--- src/rtl/dxq_pkg.sv ---
package dxq_pkg;

    typedef enum logic [1:0] {
        XC_UNKNOWN = 2'd0,
        XC_BLOCK   = 2'd1,
        XC_BYTE    = 2'd2
    } xfer_class_e;

    // Read commands that always move whole blocks
    localparam int N_BLOCK_OPS = 5;
    localparam logic [7:0] BLOCK_OPS [N_BLOCK_OPS] = '{
        8'h08,  // read, 6-byte form
        8'h28,  // read, 10-byte form
        8'hA8,  // read, 12-byte form
        8'h0F,  // reverse read
        8'h14   // fetch buffered data back
    };

    // Read commands whose returned byte count is not known in advance
    localparam int N_BYTE_OPS = 3;
    localparam logic [7:0] BYTE_OPS [N_BYTE_OPS] = '{
        8'h37,  // defect list read
        8'h3E,  // long sector read
        8'h3C   // buffer read
    };

    typedef struct packed {
        logic       write;
        logic [7:0] op;
        logic       fixed;
        logic       tape;
        logic       unreach;
    } req_attr_t;

    // A block command on a tape without the fixed bit moves a variable count
    function automatic logic demote_to_byte(input logic tape, input logic fixed);
        return tape && !fixed;
    endfunction

endpackage

--- src/rtl/dxq_classify.sv ---
module dxq_classify
    import dxq_pkg::*;
(
    input  logic        [7:0] op,
    input  logic              tape,
    input  logic              fixed,
    output xfer_class_e       cls
);

    logic [N_BLOCK_OPS-1:0] blk_hit;
    logic [N_BYTE_OPS-1:0]  byte_hit;

    genvar gi;
    generate
        for (gi = 0; gi < N_BLOCK_OPS; gi++) begin : g_blk
            assign blk_hit[gi] = (op == BLOCK_OPS[gi]);
        end
        for (gi = 0; gi < N_BYTE_OPS; gi++) begin : g_byte
            assign byte_hit[gi] = (op == BYTE_OPS[gi]);
        end
    endgenerate

    always_comb begin
        if (|byte_hit) begin
            cls = XC_BYTE;
        end else if (|blk_hit) begin
            cls = demote_to_byte(tape, fixed) ? XC_BYTE : XC_BLOCK;
        end else begin
            cls = XC_UNKNOWN;
        end
    end

endmodule

--- src/rtl/dxq_policy.sv ---
module dxq_policy
    import dxq_pkg::*;
#(
    parameter int LEN_W     = 24,
    parameter int BLK_BYTES = 512,
    parameter int UNK_MIN   = 1024
) (
    input  logic        [LEN_W-1:0] len,
    input  logic                    write,
    input  xfer_class_e             cls,
    output logic        [LEN_W-1:0] allowed
);

    localparam int BLK_LOG = $clog2(BLK_BYTES);
    localparam logic [LEN_W-1:0] UNK_LIM = LEN_W'(UNK_MIN);

    logic partial_blk;
    assign partial_blk = |len[BLK_LOG-1:0];

    always_comb begin
        allowed = '0;
        if (write) begin
            allowed = len;
        end else if (!partial_blk) begin
            unique case (cls)
                XC_BLOCK:   allowed = len;
                XC_BYTE:    allowed = '0;
                default:    allowed = (len < UNK_LIM) ? '0 : len;
            endcase
        end
    end

endmodule

--- src/rtl/dxq_cap.sv ---
module dxq_cap #(
    parameter int LEN_W      = 24,
    parameter int HARD_MAX   = 130560,
    parameter int BOUNCE_MAX = 4096
) (
    input  logic [LEN_W-1:0] len,
    input  logic             unreach,
    output logic [LEN_W-1:0] capped
);

    localparam logic [LEN_W-1:0] HARD_LIM   = LEN_W'(HARD_MAX);
    localparam logic [LEN_W-1:0] BOUNCE_LIM = LEN_W'(BOUNCE_MAX);

    logic [LEN_W-1:0] limit;

    always_comb begin
        limit  = unreach ? BOUNCE_LIM : HARD_LIM;
        capped = (len > limit) ? limit : len;
    end

endmodule

--- src/rtl/dxq_qualifier.sv ---
module dxq_qualifier
    import dxq_pkg::*;
#(
    parameter int LEN_W      = 24,
    parameter int BLK_BYTES  = 512,
    parameter int MAX_BLKS   = 255,
    parameter int BOUNCE_MAX = 4096,
    parameter int UNK_MIN    = 1024
) (
    input  logic             clk,
    input  logic             rst,
    input  logic             in_valid,
    input  logic [LEN_W-1:0] in_len,
    input  logic             in_write,
    input  logic [7:0]       in_op,
    input  logic             in_fixed,
    input  logic             in_tape,
    input  logic             in_unreach,
    output logic             out_valid,
    output logic [LEN_W-1:0] out_len,
    output logic             out_cut
);

    localparam int HARD_MAX = MAX_BLKS * BLK_BYTES;

    req_attr_t        attr;
    xfer_class_e      cls;
    logic [LEN_W-1:0] allowed;
    logic [LEN_W-1:0] capped;

    assign attr = '{write: in_write, op: in_op, fixed: in_fixed,
                    tape: in_tape, unreach: in_unreach};

    dxq_classify u_classify (
        .op    (attr.op),
        .tape  (attr.tape),
        .fixed (attr.fixed),
        .cls   (cls)
    );

    dxq_policy #(
        .LEN_W     (LEN_W),
        .BLK_BYTES (BLK_BYTES),
        .UNK_MIN   (UNK_MIN)
    ) u_policy (
        .len     (in_len),
        .write   (attr.write),
        .cls     (cls),
        .allowed (allowed)
    );

    dxq_cap #(
        .LEN_W      (LEN_W),
        .HARD_MAX   (HARD_MAX),
        .BOUNCE_MAX (BOUNCE_MAX)
    ) u_cap (
        .len     (allowed),
        .unreach (attr.unreach),
        .capped  (capped)
    );

    always_ff @(posedge clk) begin
        if (rst) begin
            out_valid <= 1'b0;
            out_len   <= '0;
            out_cut   <= 1'b0;
        end else begin
            out_valid <= in_valid;
            if (in_valid) begin
                out_len <= capped;
                out_cut <= (capped != in_len);
            end
        end
    end

endmodule

--- config.mk ---
export PLATFORM = sky130hd
export DESIGN_NAME = dxq_qualifier
export DESIGN_NICKNAME = d
export VERILOG_FILES = /design/src/rtl/dxq_pkg.sv /design/src/rtl/dxq_classify.sv /design/src/rtl/dxq_policy.sv /design/src/rtl/dxq_cap.sv /design/src/rtl/dxq_qualifier.sv
export SDC_FILE = /design/constraint.sdc
export NUM_CORES = 1
export LEC_CHECK = 0
export BUFFER_PORTS_ARGS = -buffer_cell sky130_fd_sc_hd__clkbuf_2
export CAP_MARGIN = 0
export CELL_PAD_IN_SITES_DETAIL_PLACEMENT = 0
export CELL_PAD_IN_SITES_GLOBAL_PLACEMENT = 2
export CORE_ASPECT_RATIO = 1.5
export CORE_MARGIN = 1.5
export CORE_UTILIZATION = 29
export CTS_CLUSTER_SIZE = 40
export DETAILED_ROUTE_END_ITERATION = 16
export GPL_TIMING_DRIVEN = 0
export HOLD_SLACK_MARGIN = 0.05
export PLACE_DENSITY = 0.94
export SYNTH_ARGS = -nofsm -noshare
export SYNTH_HDL_FRONTEND = slang
export SYNTH_SLANG_ARGS = --single-unit
--- constraint.sdc ---
create_clock -name clk -period 10.2 [get_ports clk]
set_clock_uncertainty 0.2 [all_clocks]
set_input_delay 0.51 -clock clk [delete_from_list [all_inputs] [get_ports clk]]
set_output_delay 0.51 -clock clk [all_outputs]
set_load 0.1 [all_outputs]
==> reports/results.env, run 1 <==
NUMPLACEDINSTANCES=297
DP_HPWL_MM=3.21
HOLD_PATH_CLASS='register to register'
SLOWEST_DELAY_NS=0.45
POWER.DENSITY_mW_PER_MM2=125
FP-ROW-COUNT=32
FIN_CRIT_SH_PCT=43.1
SYN_AREA_PER_CELL_UM2=9.33
CRIT_BUF_INV=2
STATUS='complete, no violations'
ANTENNA_CELLS_INSERTED=0
FINALNETCOUNT=281
MAPPEDNETLISTNETS=212
CTS-ROOT-TO-SINK-BUFFERS=2
DRC=0
WORST-SETUP-PATH-TYPE='input pin to register'
GRT_MAX_DEGREE=16
FIN_UTIL_PCT=39.3
SYNTH_FLOP_CELL='dfxtp_1'
FP.COREAREA_MM2=0.00512
YS.WARNINGS.COUNT=0
TIMING.CRITICAL_PATH.REQUIRED_NS=10.22
GR_UTIL_ALL_LAYERS_PCT=13.9
VIAS_AFTER_DETAILED_ROUTING=1439
DR.PASS1.ITERS=4
GRT_SETUP_UNREPAIRED='no'
MAXCLOCKFREQUENCY_MHz=228
CRITICAL_PATH_ARRIVAL_NS=4.41
DRT_WL_TOTAL_MM=3.87
NUMBER_OF_SLEW_LIMIT_VIOLATIONS_IN_THE_FINAL_REPORT=0
WORST_PIN_SLEW_NS=0.556
SYNTH_TOP_CELL_BY_AREA='dfxtp_1'
SETUP_WS_NS=5.81
FIRST_ITER_VIOLATIONS=17
CTS_MADE_BUFFERS=3
AREAGROWTHSYNTHTOFINISH_PCT=31.0
DRIVE_ABOVE_1_SHARE_PCT=39.9
DETAILEDPLACE.WORSTSLACK_NS=5.49
TIMING.CRITICAL_PATH.FROM_TYPE='input pin'
MULTIINPUTGATEAREA_UM2=971
CP_SLOWEST_CELL='nor3_1'
LAYOUT_MIN_CYCLE_TIME_NS=4.39
SETUP_TOTAL_NEGATIVE_SLACK_NS=0
SYNTH-EDFF-COUNT=0
VIAS_PER_STD_CELL=4.78
CLKSLEWWORSTSETUPHOLDPATHS_NS=0.09
RRSETUPSLACK_NS=9.30
FLOORPLAN.IO_PINS=65
GRT_FIRST_PASS_WIRELENGTH_MM=6.55
STARTING_DENSITY_OF_THE_CORE_PCT=30.0
RELSLEWSLACK_PCT=63.1
LEAKAGE_uW=0.000873
GRT_ANTENNA_BEFORE_REPAIR=0
CRITPATHTOPFAMILY='simple AND/OR/NAND/NOR gates'
FRACTION_OF_REGISTERS_WITH_ASYNC_SET_RESET_PCT=0
IR_DROP_mV=0.104
SYNTH_TOP_CELLS_BY_AREA='dfxtp_1, ha_1, and2_1'
SYN-INSTANCE-COUNT=165
SYN-CELL-AREA_MM2=0.00154
CRITICAL_PATH_PEAK_FANOUT=9
LAYOUT.AREA.SEQ_UM2=520
CTS.ROOT.BUFFER_CELL='clkbuf_8'
FINISH.CELL_COUNT_WITHOUT_FILLERS=301
DIE_H_UM=92.2
POST_DRT_WL_PER_CELL_UM=12.9
CLOCK_LATENCY_ON_THE_WORST_SKEW_PAIR_NS=0.27
CTSHTREEMAXLEVEL=1
FINAL_SETUP_VIOLATION_COUNT=0
CTS_SETUP_BUFFERS=0
TOTAL_OF_HOLD_BUFFERS_INSERTED_AFTER_CLOCK_TREE_SYNTHESIS=0
SYNTH-SEQ-AREA-SHARE_PCT=33.8
END_KIND='register'
YOSYS_REGISTER_BITS=26
DIEWIDTH_UM=62.5
CLKSINKCOUNT=26
CLOCK_TREE_FROM_TRITONCTS='done'
NETLIST-CELL-TYPE-COUNT=47
ANTENNA_LEFT=0
VIAS_IN_THE_FIRST_GLOBAL_ROUTE=1430
POST_CTS.RESIZED_INSTANCES=0
PLACE_CONGESTION=0.824
FILLER_CELL_COUNT=545
AREA_SHARE_OF_THE_LEADING_CELL_TYPE_IN_THE_SYNTHESIZED_NETLIST_PCT=33.8
CP_CELL_SEQUENCE='clkbuf_2 > nand2b_1 > nor2_1 > nand3_1 > o41ai_1 > nand3b_1 > a21oi_1 > nor3b_1 > ha_1 > o21ba_1 > a31o_4 > and2_1 > ha_1 > a21oi_1 > nand2_1 > nor3_1 > o31ai_2 > a21oi_2 > and2_4 > buf_6 > a22o_1'
GRT_OVERFLOW_TOTAL=0
HOLD_VIOL_FINAL=0
PORT-BUFFER-COUNT=64
TIMING.MAX_CAP.VIOLATIONS=0
DIE-AREA_MM2=0.00576
[logic make-up after synthesis]
family          Yosys count  synth area share [%]
mux                       3                  2.03
flops                    26                  33.8
buf+inv                   8                  3.09
fa+ha+maj                 8                  6.50
simple gates             77                  29.1
compound gates           43                  25.4
[report_power, final]
group	switching (uW)	internal, uW	total [uW]
clock network	30.7	52.4	83.1
logic	44.4	19.2	63.5
registers	1.43	104	106
[layout by cell type (no fill, tap or decap), types with 2 or more instances in the layout]
| cell type | synthesis | final |
|---|---|---|
| clkbuf_8 | 1 | 4 |
| ha_1 | 8 | 8 |
| nor4_1 | 2 | 2 |
| clkbuf_2 | 0 | 64 |
| clkbuf_1 | 2 | 2 |
| dfxtp_1 | 26 | 26 |
| o21ai_0 | 3 | 3 |
| nor2_1 | 14 | 14 |
| nor4_4 | 2 | 2 |
| a21oi_1 | 7 | 7 |
| or2_2 | 2 | 2 |
| a22o_1 | 8 | 8 |
| nand4_1 | 3 | 3 |
| inv_1 | 4 | 4 |
| and2_1 | 13 | 13 |
| mux2i_1 | 2 | 2 |
| nand3_1 | 7 | 7 |
| nor2b_1 | 4 | 4 |
| a211oi_1 | 2 | 2 |
| nor3_1 | 3 | 3 |
| a211oi_2 | 6 | 6 |
| a31oi_1 | 3 | 3 |
| nor4b_1 | 2 | 2 |
| o21bai_1 | 2 | 2 |
| nand2b_1 | 2 | 2 |
| nand2_1 | 15 | 15 |
[final cells by class]
| type | instances | share of cell area, % |
|---|---|---|
| Sequential cell | 26 | 25.8 |
| Multi-Input combinational cell | 131 | 48.2 |
| Inverter | 4 | 0.745 |
| Clock buffer | 3 | 2.05 |
| Timing Repair Buffer | 64 | 15.9 |
| Buffer | 4 | 1.61 |
| Clock inverter | 1 | 1.49 |
| Tap cell | 68 | 4.22 |
[worst register-to-register path, stage by stage (launching register included)]
cell	delay (ns)
dfxtp_1	0.34
nor2_1	0.04
a211oi_1	0.23
[sequential cells by signal, summed over array words and instances (netlist names)]
register   count
out_cut        1
out_len       24
out_valid      1
[per-stage QoR]
stage                     hold slack, ns  power, uW  cell area [um^2]
after global placement             0.242        172              1940
after detailed placement           0.246        172              1940
after CTS                          0.272        257              2020
after floorplan                    0.436        152              1540
final                              0.271        252              2020
after global routing               0.292        265              2020
[cells in the mapped netlist (2+ instances only)]
master    number
a31oi_1        3
nand2_1       15
nand4_1        3
o21ai_0        3
nand3_1        7
a211oi_1       2
nor3_1         3
clkbuf_1       2
mux2i_1        2
ha_1           8
dfxtp_1       26
a22o_1         8
nor2_1        14
nor2b_1        4
inv_1          4
nor4b_1        2
a211oi_2       6
o21bai_1       2
a21oi_1        7
nor4_1         2
nor4_4         2
or2_2          2
and2_1        13
nand2b_1       2
[routing by layer]
| metal | part of all wire (%) | global-route usage [%] | vias up | wire length (um) |
|---|---|---|---|---|
| li1 | - | - | 745 | - |
| met1 | 43 | 16.9 | 656 | 1670 |
| met2 | 51 | 24.6 | 34 | 1980 |
| met3 | 4.0 | 1.47 | 4 | 154 |
| met4 | 1.6 | 5.56 | 0 | 62 |
| met5 | 0 | 0 | - | 0 |
[path summary, 6_finish.rpt]
check                            startpoint          end  cells after the start
worst max-delay path               in_op[7]   out_len[2]                     21
worst min-delay path            out_len[17]  out_len[17]                      1
worst max register to register  out_len[12]  out_len[12]                      2
worst min register to register  out_len[17]  out_len[17]                      1
Note: power is estimated with default switching activity, not from simulation.
==> run 2: changes to the inputs <==
--- a/config.mk
+++ b/config.mk
@@ -11,12 +11,12 @@
 export CELL_PAD_IN_SITES_GLOBAL_PLACEMENT = 2
 export CORE_ASPECT_RATIO = 1.5
 export CORE_MARGIN = 1.5
-export CORE_UTILIZATION = 29
+export CORE_UTILIZATION = 27
 export CTS_CLUSTER_SIZE = 40
 export DETAILED_ROUTE_END_ITERATION = 16
 export GPL_TIMING_DRIVEN = 0
 export HOLD_SLACK_MARGIN = 0.05
-export PLACE_DENSITY = 0.94
+export PLACE_DENSITY = 0.89
 export SYNTH_ARGS = -nofsm -noshare
 export SYNTH_HDL_FRONTEND = slang
 export SYNTH_SLANG_ARGS = --single-unit
==> constraint.sdc (replaced) <==
create_clock -name clk -period 4.45 [get_ports clk]
set_clock_uncertainty 0.2 [all_clocks]
set_input_delay 0.2225 -clock clk [delete_from_list [all_inputs] [get_ports clk]]
set_output_delay 0.2225 -clock clk [all_outputs]
set_load 0.1 [all_outputs]
==> run 2 against run 1 <==
  * Hold slack lost 0.20 ns
  * Flip-flop and latch count is the same
  * Via count grew 1.9%
  * Critical endpoint unchanged
  * Largest power group unchanged
==> reports/results.env, run 2 (synthesis gave the netlist of run 1 again) <==
DIE_H_UM=95.5  # +3.5%
CTSHTREEMAXLEVEL=1  # unchanged
CP_CELL_SEQUENCE='clkbuf_2 > nand2b_1 > nor2_1 > nand3_1 > o41ai_1 > nand3b_1 > a21oi_1 > nor3b_1 > ha_1 > nor4b_1 > nand3_1 > o21ai_0 > inv_1 > nand2_1 > ha_1 > nand3_1 > nor4b_1 > nand4_1 > a21oi_2 > and2_4 > buf_6 > a22o_1'
REG_TOP3='out_len x24, out_cut x1, out_valid x1'
P_TOTAL_uW=585  # +130%
CLKSLEWWORSTSETUPHOLDPATHS_NS=0.09  # about the same
DRC=0  # unchanged
CTS-ROOT-TO-SINK-BUFFERS=2  # unchanged
DRIVE_ABOVE_1_SHARE_PCT=38.8  # -1.1 points
CTS.ROOT.BUFFER_CELL='clkbuf_8'
GRT_ANTENNA_BEFORE_REPAIR=0  # unchanged
AREAGROWTHSYNTHTOFINISH_PCT=37.3
FINALNETCOUNT=290  # +3.2%
LEAKAGE_uW=0.000912  # +4.5%
LARGEST_REG_FLOPS=24  # unchanged
CRIT_PATH_FREQUENT_CELL='nand3_1'
TIMING.MAX_CAP.VIOLATIONS=0  # unchanged
DRT_WL_TOTAL_MM=4.04  # +4.4%
VIAS_PER_STD_CELL=4.70  # -1.7%
PORT-BUFFER-COUNT=64  # unchanged
ANTENNA_CELLS_INSERTED=0  # unchanged
CTS_MADE_BUFFERS=3  # unchanged
HOLD_PATH_CLASS='input pin to register'
SLOWEST_DELAY_NS=0.39  # -0.06 ns
CLKSINKCOUNT=26  # unchanged
DETAILEDPLACE.WORSTSLACK_NS=0.00597  # -5.49 ns
HOLD_VIOL_FINAL=0  # unchanged
CRITICAL_PATH_PEAK_FANOUT=8  # -1
GRT_SETUP_UNREPAIRED='no'
PLACE_CONGESTION=0.712  # -14%
MOST_COMMON_LIBRARY_CELL_IN_THE_LAYOUT_IGNORING_FILL_AND_TAPS='clkbuf_2'
CTS_SETUP_BUFFERS=0  # unchanged
DP_HPWL_MM=3.18  # -0.74%
FP-ROW-COUNT=33  # +3.1%
POST_DRT_WL_PER_CELL_UM=12.9  # +0.71%
GRT_FIRST_PASS_WIRELENGTH_MM=6.52  # -0.43%
ORIGIN_OF_THE_WORST_MIN_DELAY_PATH='in_len[16]'
END_KIND='register'
SETUP_WS_NS=0.439  # -5.37 ns
FIRST_ITER_VIOLATIONS=22  # +5
ANTENNA_LEFT=0  # unchanged
IR_DROP_mV=0.176  # +69%
SETUP_TOTAL_NEGATIVE_SLACK_NS=0  # unchanged
MOSTFREQUENTLAYOUTCELLS='clkbuf_2, dfxtp_1, nand2_1'
FLOORPLAN.IO_PINS=65  # unchanged
WORST_PIN_SLEW_NS=0.553  # -0.00323 ns
LAYOUT_MIN_CYCLE_TIME_NS=4.01
DIEWIDTH_UM=64.6  # +3.5%
GRT_MAX_DEGREE=16  # unchanged
WORST-SETUP-PATH-TYPE='input pin to register'
FILLER_CELL_COUNT=591  # +8.4%
TIMING.CRITICAL_PATH.REQUIRED_NS=4.46  # -5.76 ns
CP_SLOWEST_CELL='o21ai_0'
POWER.DENSITY_mW_PER_MM2=277  # +120%
CLOCK_LATENCY_ON_THE_WORST_SKEW_PAIR_NS=0.27  # about the same
FINAL_SETUP_VIOLATION_COUNT=0  # unchanged
CLOCK_TREE_FROM_TRITONCTS='done'
NUMBER_OF_SLEW_LIMIT_VIOLATIONS_IN_THE_FINAL_REPORT=0  # unchanged
REGTOREGSTARTPOINT='out_len[12]'
FIN_CRIT_SH_PCT=90.1
CRIT_PATH_START='in_op[7]'
TIMING.CRITICAL_PATH.FROM_TYPE='input pin'
DR.PASS1.ITERS=4  # unchanged
CRITICAL_PATH_ARRIVAL_NS=4.02  # -0.39 ns
LARGEST_REGISTER='out_len'
VIAS_IN_THE_FIRST_GLOBAL_ROUTE=1405  # -1.7%
STARTING_DENSITY_OF_THE_CORE_PCT=28.0  # -2.0 points
LAYOUT.AREA.SEQ_UM2=520  # unchanged
RELSLEWSLACK_PCT=63.3  # +0.21 points
FINAL_HOLD_SLACK_NS=0.0658  # -0.205 ns
GRT_OVERFLOW_TOTAL=0  # unchanged
MULTIINPUTGATEAREA_UM2=976  # +0.52%
FP.COREAREA_MM2=0.00549  # +7.2%
DIE-AREA_MM2=0.00617  # +7.1%
GR_UTIL_ALL_LAYERS_PCT=13.5  # -0.34 points
STATUS='complete, no violations'
VIAS_AFTER_DETAILED_ROUTING=1466  # +1.9%
MAXCLOCKFREQUENCY_MHz=249
==> run 2: cell types whose count changed in the layout (fill, tap and decap cells not counted) <==
| cell | previous run | this run |
|---|---|---|
| dlygate4sd3_1 | 0 | 9 |
| nor3_2 | 0 | 1 |
| nor3_1 | 3 | 2 |
==> run 2: final timing paths <==
check / to / slack [ns] / cells after the start
setup / recovery: out_len[2] / 0.44 / 22
hold / removal: out_len[16] / 0.07 / 3
setup reg to reg: out_len[12] / 3.56 / 2
hold reg to reg: out_len[23] / 0.27 / 1
==> run 2: area by class of cell <==
type	count	area share (%)
multi-input combinational	131	46.2
inverter	4	0.710
clock inverter	1	1.42
buffer	4	1.54
sequential	26	24.6
tap	70	4.14
timing repair buffer	73	19.4
clock buffer	3	1.95
==> run 2: routing by layer <==
metal	share of wire (%)	track usage [%]	routed length, um	vias up
li1	-	-	-	761
met1	43	16.4	1720	667
met2	52	24.4	2110	36
met3	4.3	1.53	173	2
met4	0.87	4.79	35	0
met5	0	0	0	-
==> run 2: metrics by stage <==
step / utilization, % / instances / instance area [um^2]
5_1_grt: 38.5 / 312 / 2110
6_report: 38.5 / 312 / 2110
4_1_cts: 38.4 / 312 / 2110
3_3_place_gp: 35.5 / 299 / 1950
3_5_place_dp: 35.5 / 299 / 1950
2_1_floorplan: - / 165 / 1540
==> run 2: what timing repair did <==
action / CTS / global route
gates resized for setup: 0 / 1
setup endpoints to repair: 0 / 7
hold endpoints to repair: 9 / 0
hold buffers: 9 / 0
==> run 2: power breakdown <==
group          leakage [uW]  internal, uW  switching (uW)  total (uW)
clock network     0.0000357           120            70.2         190
registers          0.000212           239            3.32         242
logic              0.000665          49.4             103         153
==> run 2: worst max-delay path, delay by kind of cell <==
family                   cells  cell delay [ns]
AND/OR/NAND/NOR             12             2.08
adder cells (fa/ha/maj)      2             0.33
buffers and inverters        3             0.28
AO/OA/AOI/OAI                5             1.10
==> run 3: changes to the inputs <==
--- a/config.mk
+++ b/config.mk
@@ -6,17 +6,19 @@
 export NUM_CORES = 1
 export LEC_CHECK = 0
 export BUFFER_PORTS_ARGS = -buffer_cell sky130_fd_sc_hd__clkbuf_2
-export CAP_MARGIN = 0
+export CAP_MARGIN = 20
 export CELL_PAD_IN_SITES_DETAIL_PLACEMENT = 0
 export CELL_PAD_IN_SITES_GLOBAL_PLACEMENT = 2
 export CORE_ASPECT_RATIO = 1.5
 export CORE_MARGIN = 1.5
-export CORE_UTILIZATION = 27
+export CORE_UTILIZATION = 30
+export CTS_CLUSTER_DIAMETER = 150
 export CTS_CLUSTER_SIZE = 40
 export DETAILED_ROUTE_END_ITERATION = 16
 export GPL_TIMING_DRIVEN = 0
 export HOLD_SLACK_MARGIN = 0.05
-export PLACE_DENSITY = 0.89
+export PLACE_DENSITY = 0.9
 export SYNTH_ARGS = -nofsm -noshare
 export SYNTH_HDL_FRONTEND = slang
+export SYNTH_HIERARCHICAL = 1
 export SYNTH_SLANG_ARGS = --single-unit
==> run 3 against run 2 <==
  * Clock power grew 8%
  * First-iteration DRC count grew 77%
  * Sequential share of layout area shrank 6.5 points
  * Combinational power grew 100%
  * Hold slack gained 0.053 ns
  * Routed wire length grew 41%
  * Non-clock buffer count grew 20
==> reports/results.env, run 3 <==
STATUS='complete, no violations'
YOSYS.AREA_SHARE.XOR_XNOR_PCT=10.3  # +10 points
CRIT_PATH_FREQUENT_CELL='buf_6'
MOSTFREQUENTLAYOUTCELLS='clkbuf_2, nor2_1, dfxtp_1'
SYN-CELL-AREA_MM2=0.00203  # +32%
GRT_SETUP_UNREPAIRED='yes'
CRITPATHTOPFAMILY='simple AND/OR/NAND/NOR gates'
POST_DRT_WL_PER_CELL_UM=14.6  # +13%
MOST_INSTANTIATED_LIBRARY_CELL_AFTER_SYNTHESIS='nor2_1'
POWER.DENSITY_mW_PER_MM2=266  # -4.1%
LAYOUT_MIN_CYCLE_TIME_NS=4.37  # +0.357 ns
DRC=0  # unchanged
MULTIINPUTGATEAREA_MM2=0.00157  # +61%
MOST_COMMON_LIBRARY_CELL_IN_THE_LAYOUT_IGNORING_FILL_AND_TAPS='clkbuf_2'
AREA_FRACTION_IN_COMPOUND_GATES_AFTER_SYNTHESIS_PCT=5.17  # -20 points
NUMBER_OF_SLEW_LIMIT_VIOLATIONS_IN_THE_FINAL_REPORT=0  # unchanged
FP.COREAREA_MM2=0.00653  # +19%
DRIVE_ABOVE_1_SHARE_PCT=44.1  # +5.2 points
TOP_LAYER='met4'
FILLER_CELL_COUNT=649  # +9.8%
REGTOREGSTARTPOINT='out_len[12]'
SYNTH_TOP_CELL_BY_AREA='dfxtp_1'
MAXCLOCKFREQUENCY_MHz=229  # -8.2%
VIAS_AFTER_DETAILED_ROUTING=1888  # +29%
GRT_MAX_DEGREE=16  # unchanged
SYNTH_FLOP_CELL='dfxtp_1'
RELSLEWSLACK_PCT=62.8  # -0.48 points
FP-ROW-COUNT=36  # +9.1%
SLOWEST_DELAY_NS=0.37  # -0.02 ns
TIMING.CRITICAL_PATH.FROM_TYPE='input pin'
STARTING_DENSITY_OF_THE_CORE_PCT=31.1  # +3.1 points
NETLIST-CELL-TYPE-COUNT=42  # -11%
SYNTH-EDFF-COUNT=0  # unchanged
FLOORPLAN.IO_PINS=65  # unchanged
RRSETUPSLACK_NS=3.63  # +0.07 ns
CLKSLEWWORSTSETUPHOLDPATHS_NS=0.10  # about the same
CTS.ROOT.BUFFER_CELL='clkbuf_8'
FINALNETCOUNT=361  # +24%
CRIT_BUF_INV=6  # +3
WIRELENGTH_MET1_MM=2.22  # +29%
CLKSINKCOUNT=26  # unchanged
SYNTHTOPCELLSBYCOUNT='nor2_1, dfxtp_1, nor2b_1'
SYN_AREA_PER_CELL_UM2=9.12  # -2.2%
HOLD_PATH_CLASS='input pin to register'
POST_SYNTH_FA_HA_MAJ_AREA_FRACTION_PCT=4.92  # -1.6 points
SYNTH_TOP_CELLS_BY_AREA='dfxtp_1, mux2i_1, xnor2_1'
WORST_PIN_SLEW_NS=0.553  # -0.000200 ns
HOLD_VIOL_FINAL=0  # unchanged
FIN_CRIT_SH_PCT=98.2  # +8.0 points
FINAL_HOLD_SLACK_NS=0.119  # +0.0528 ns
GRT_FIRST_PASS_WIRELENGTH_MM=9.11  # +40%
CTS_MADE_BUFFERS=3  # unchanged
GR_UTIL_ALL_LAYERS_PCT=15.6  # +2.1 points
PORT-BUFFER-COUNT=62  # -3.1%
ORIGIN_OF_THE_WORST_MIN_DELAY_PATH='in_valid'
CP_SLOWEST_CELL='or3_1'
DR_WL_MET2_MM=3.06  # +45%
END_KIND='register'
PLACED_CELL_AREA_MM2=0.00246  # +26%
TIMING.HOLD.WORST_ENDPOINT='out_len[1]'
CLOCK_TREE_FROM_TRITONCTS='done'
CRITICAL_PATH_PEAK_FANOUT=7  # -1
CP_CELL_SEQUENCE='clkbuf_2 > or3_1 > o22ai_2 > a22oi_2 > o21ai_2 > inv_2 > ha_4 > or2_4 > a41oi_4 > buf_6 > buf_6 > nor2b_2 > nor4_4 > nand4_1 > nor4_4 > a311oi_4 > buf_6 > buf_4 > mux2_4 > xnor2_2 > nand4_1 > nor4_2 > a211oi_1'
SYNTH.MUX.AREA_FRACTION_PCT=15.6  # +14 points
LEAKAGE_uW=0.00131  # +43%
YOSYS_REGISTER_BITS=26  # unchanged
FINAL_SETUP_VIOLATION_COUNT=0  # unchanged
CLOCK_LATENCY_ON_THE_WORST_SKEW_PAIR_NS=0.28  # about the same
AREAGROWTHSYNTHTOFINISH_PCT=41.0
DIE_H_UM=104  # +8.8%
FINAL_DESIGN_AREA_NO_FILL_MM2=0.00287  # +36%
TIMING.MAX_CAP.VIOLATIONS=0  # unchanged
IR_DROP_mV=0.133  # -24%
CRITICAL_PATH_ARRIVAL_NS=4.33  # +0.31 ns
LAYOUT.AREA.SEQ_UM2=520  # unchanged
YS.WARNINGS.COUNT=6  # +6
SYNTH-SEQ-AREA-SHARE_PCT=25.6  # -8.2 points
ROUTED-WL-MET3_UM=219  # +27%
GRT_ANTENNA_BEFORE_REPAIR=0  # unchanged
WORST-SETUP-PATH-TYPE='input pin to register'
LARGEST_REGISTER='out_len'
ANTENNA_LEFT=0  # unchanged
DIEWIDTH_UM=70.2  # +8.6%
DRT_WL_TOTAL_MM=5.69  # +41%
DR.PASS1.ITERS=4  # unchanged
VIAS_PER_STD_CELL=4.85  # +3.3%
LARGEST_REG_FLOPS=24  # unchanged
YOSYS.AREA_SHARE.SIMPLE_PCT=31.4  # +2.3 points
CTS-ROOT-TO-SINK-BUFFERS=2  # unchanged
COMBINATIONAL_FAMILY_WITH_THE_MOST_AREA_AFTER_SYNTHESIS='simple AND/OR/NAND/NOR gates'
TIMING.CRITICAL_PATH.REQUIRED_NS=4.42  # -0.04 ns
REG2REGPATHDEPTH=2  # unchanged
GRT_OVERFLOW_TOTAL=0  # unchanged
CAPTURE_POINT_OF_THE_WORST_REG_TO_REG_PATH='out_len[12]'
FRACTION_OF_REGISTERS_WITH_ASYNC_SET_RESET_PCT=0  # unchanged
DIE-AREA_MM2=0.00729  # +18%
AREA_SHARE_OF_THE_LEADING_CELL_TYPE_IN_THE_SYNTHESIZED_NETLIST_PCT=25.6  # -8.2 points
PLACE_CONGESTION=0.837  # +18%
REG_TOP3='out_len x24, out_cut x1, out_valid x1'
HOLD-PATH-CELL-COUNT=3  # unchanged
DP_HPWL_MM=4.36  # +37%
SYN-INSTANCE-COUNT=223  # +35%
ANTENNA_CELLS_INSERTED=0  # unchanged
CTSHTREEMAXLEVEL=1  # unchanged
FIRST_ITER_VIOLATIONS=39  # +77%
VIAS_IN_THE_FIRST_GLOBAL_ROUTE=1886  # +34%
## run 3: cell types whose count changed in the layout (fill, tap and decap cells not counted), moves of 7 or more
| cell | before | now |
|---|---|---|
| nor2_1 | 14 | 27 |
| a21oi_1 | 7 | 0 |
| dlygate4sd3_1 | 9 | 1 |
| conb_1 | 0 | 7 |
| a22o_1 | 8 | 0 |
| mux2i_1 | 2 | 25 |
| and2_1 | 13 | 4 |
| nand2_1 | 15 | 5 |
| xnor2_1 | 0 | 19 |
| buf_4 | 0 | 21 |
| buf_6 | 1 | 9 |
| nor2b_1 | 4 | 23 |
## run 3: routing by layer
layer | vias up | GRT usage, %
met2 | 54 | 29.0
met4 | 0 | 7.14
met3 | 16 | 2.63
met1 | 874 | 16.8
met5 | - | 0
li1 | 944 | -
## run 3: cell type report
| class | instances | share of cell area [%] |
|---|---|---|
| well taps | 76 | 3.32 |
| clock buffers | 3 | 1.44 |
| flip-flops and latches | 26 | 18.2 |
| multi-input cells | 183 | 54.8 |
| repair buffers | 81 | 16.5 |
| plain buffers | 16 | 4.32 |
| inverters | 3 | 0.393 |
| clock inverters | 1 | 1.05 |
## run 3: kinds of logic (layout without fill, tap and decap cells)
| family | Yosys count | in the layout |
|---|---|---|
| AO/OA/AOI/OAI | 11 | 11 |
| XOR/XNOR | 24 | 24 |
| adder cells (fa/ha/maj) | 8 | 8 |
| buffers and inverters | 20 | 104 |
| flip-flops | 26 | 26 |
| multiplexers | 31 | 31 |
| other | 1 | 7 |
| AND/OR/NAND/NOR | 102 | 102 |
## run 3: timing repair
item / in CTS / in global routing
endpoints found under the hold margin: 6 / 0
gates cloned: 1 / 0
setup endpoints to repair: 1 / 1
setup buffers: 13 / 4
pin swaps: 21 / 18
gates resized for setup: 25 / 14
hold buffers: 1 / 0
## run 3: worst max-delay path by stage
stage / slack (ns) / to / start / cells past startpoint
2_1_floorplan: 0.1 / out_cut / in_op[2] / 20
3_3_place_gp: -0.73 / out_cut / in_op[2] / 21
3_5_place_dp: -0.70 / out_cut / in_op[2] / 21
4_1_cts: 0.01 / out_cut / in_op[1] / 23
5_1_grt: -0.14 / out_cut / in_op[2] / 23
6_report: 0.08 / out_cut / in_op[2] / 23
## run 3: report_power, final
part / internal, uW / total (uW) / switching, uW
sequential: 244 / 251 / 6.12
clock: 121 / 205 / 84.3
combinational: 117 / 306 / 189
total: 482 / 761 / 280
## run 3: tightest hold or removal path, stage by stage
cell and delay, ns:
buf_4 0.18, mux2i_1 0.09, nor2_1 0.07
## run 3: per-stage QoR
stage	utilization (%)	total power [uW]	std cells	TNS, ns	setup slack (ns)
after floorplan	-	455	229	0	0.0971
after global placement	37.7	516	367	-1.20	-0.733
after detailed placement	37.7	516	367	-1.08	-0.698
after CTS	42.6	756	386	0	0.0145
after global routing	43.9	797	389	-0.144	-0.144
final	43.9	761	389	0	0.0821
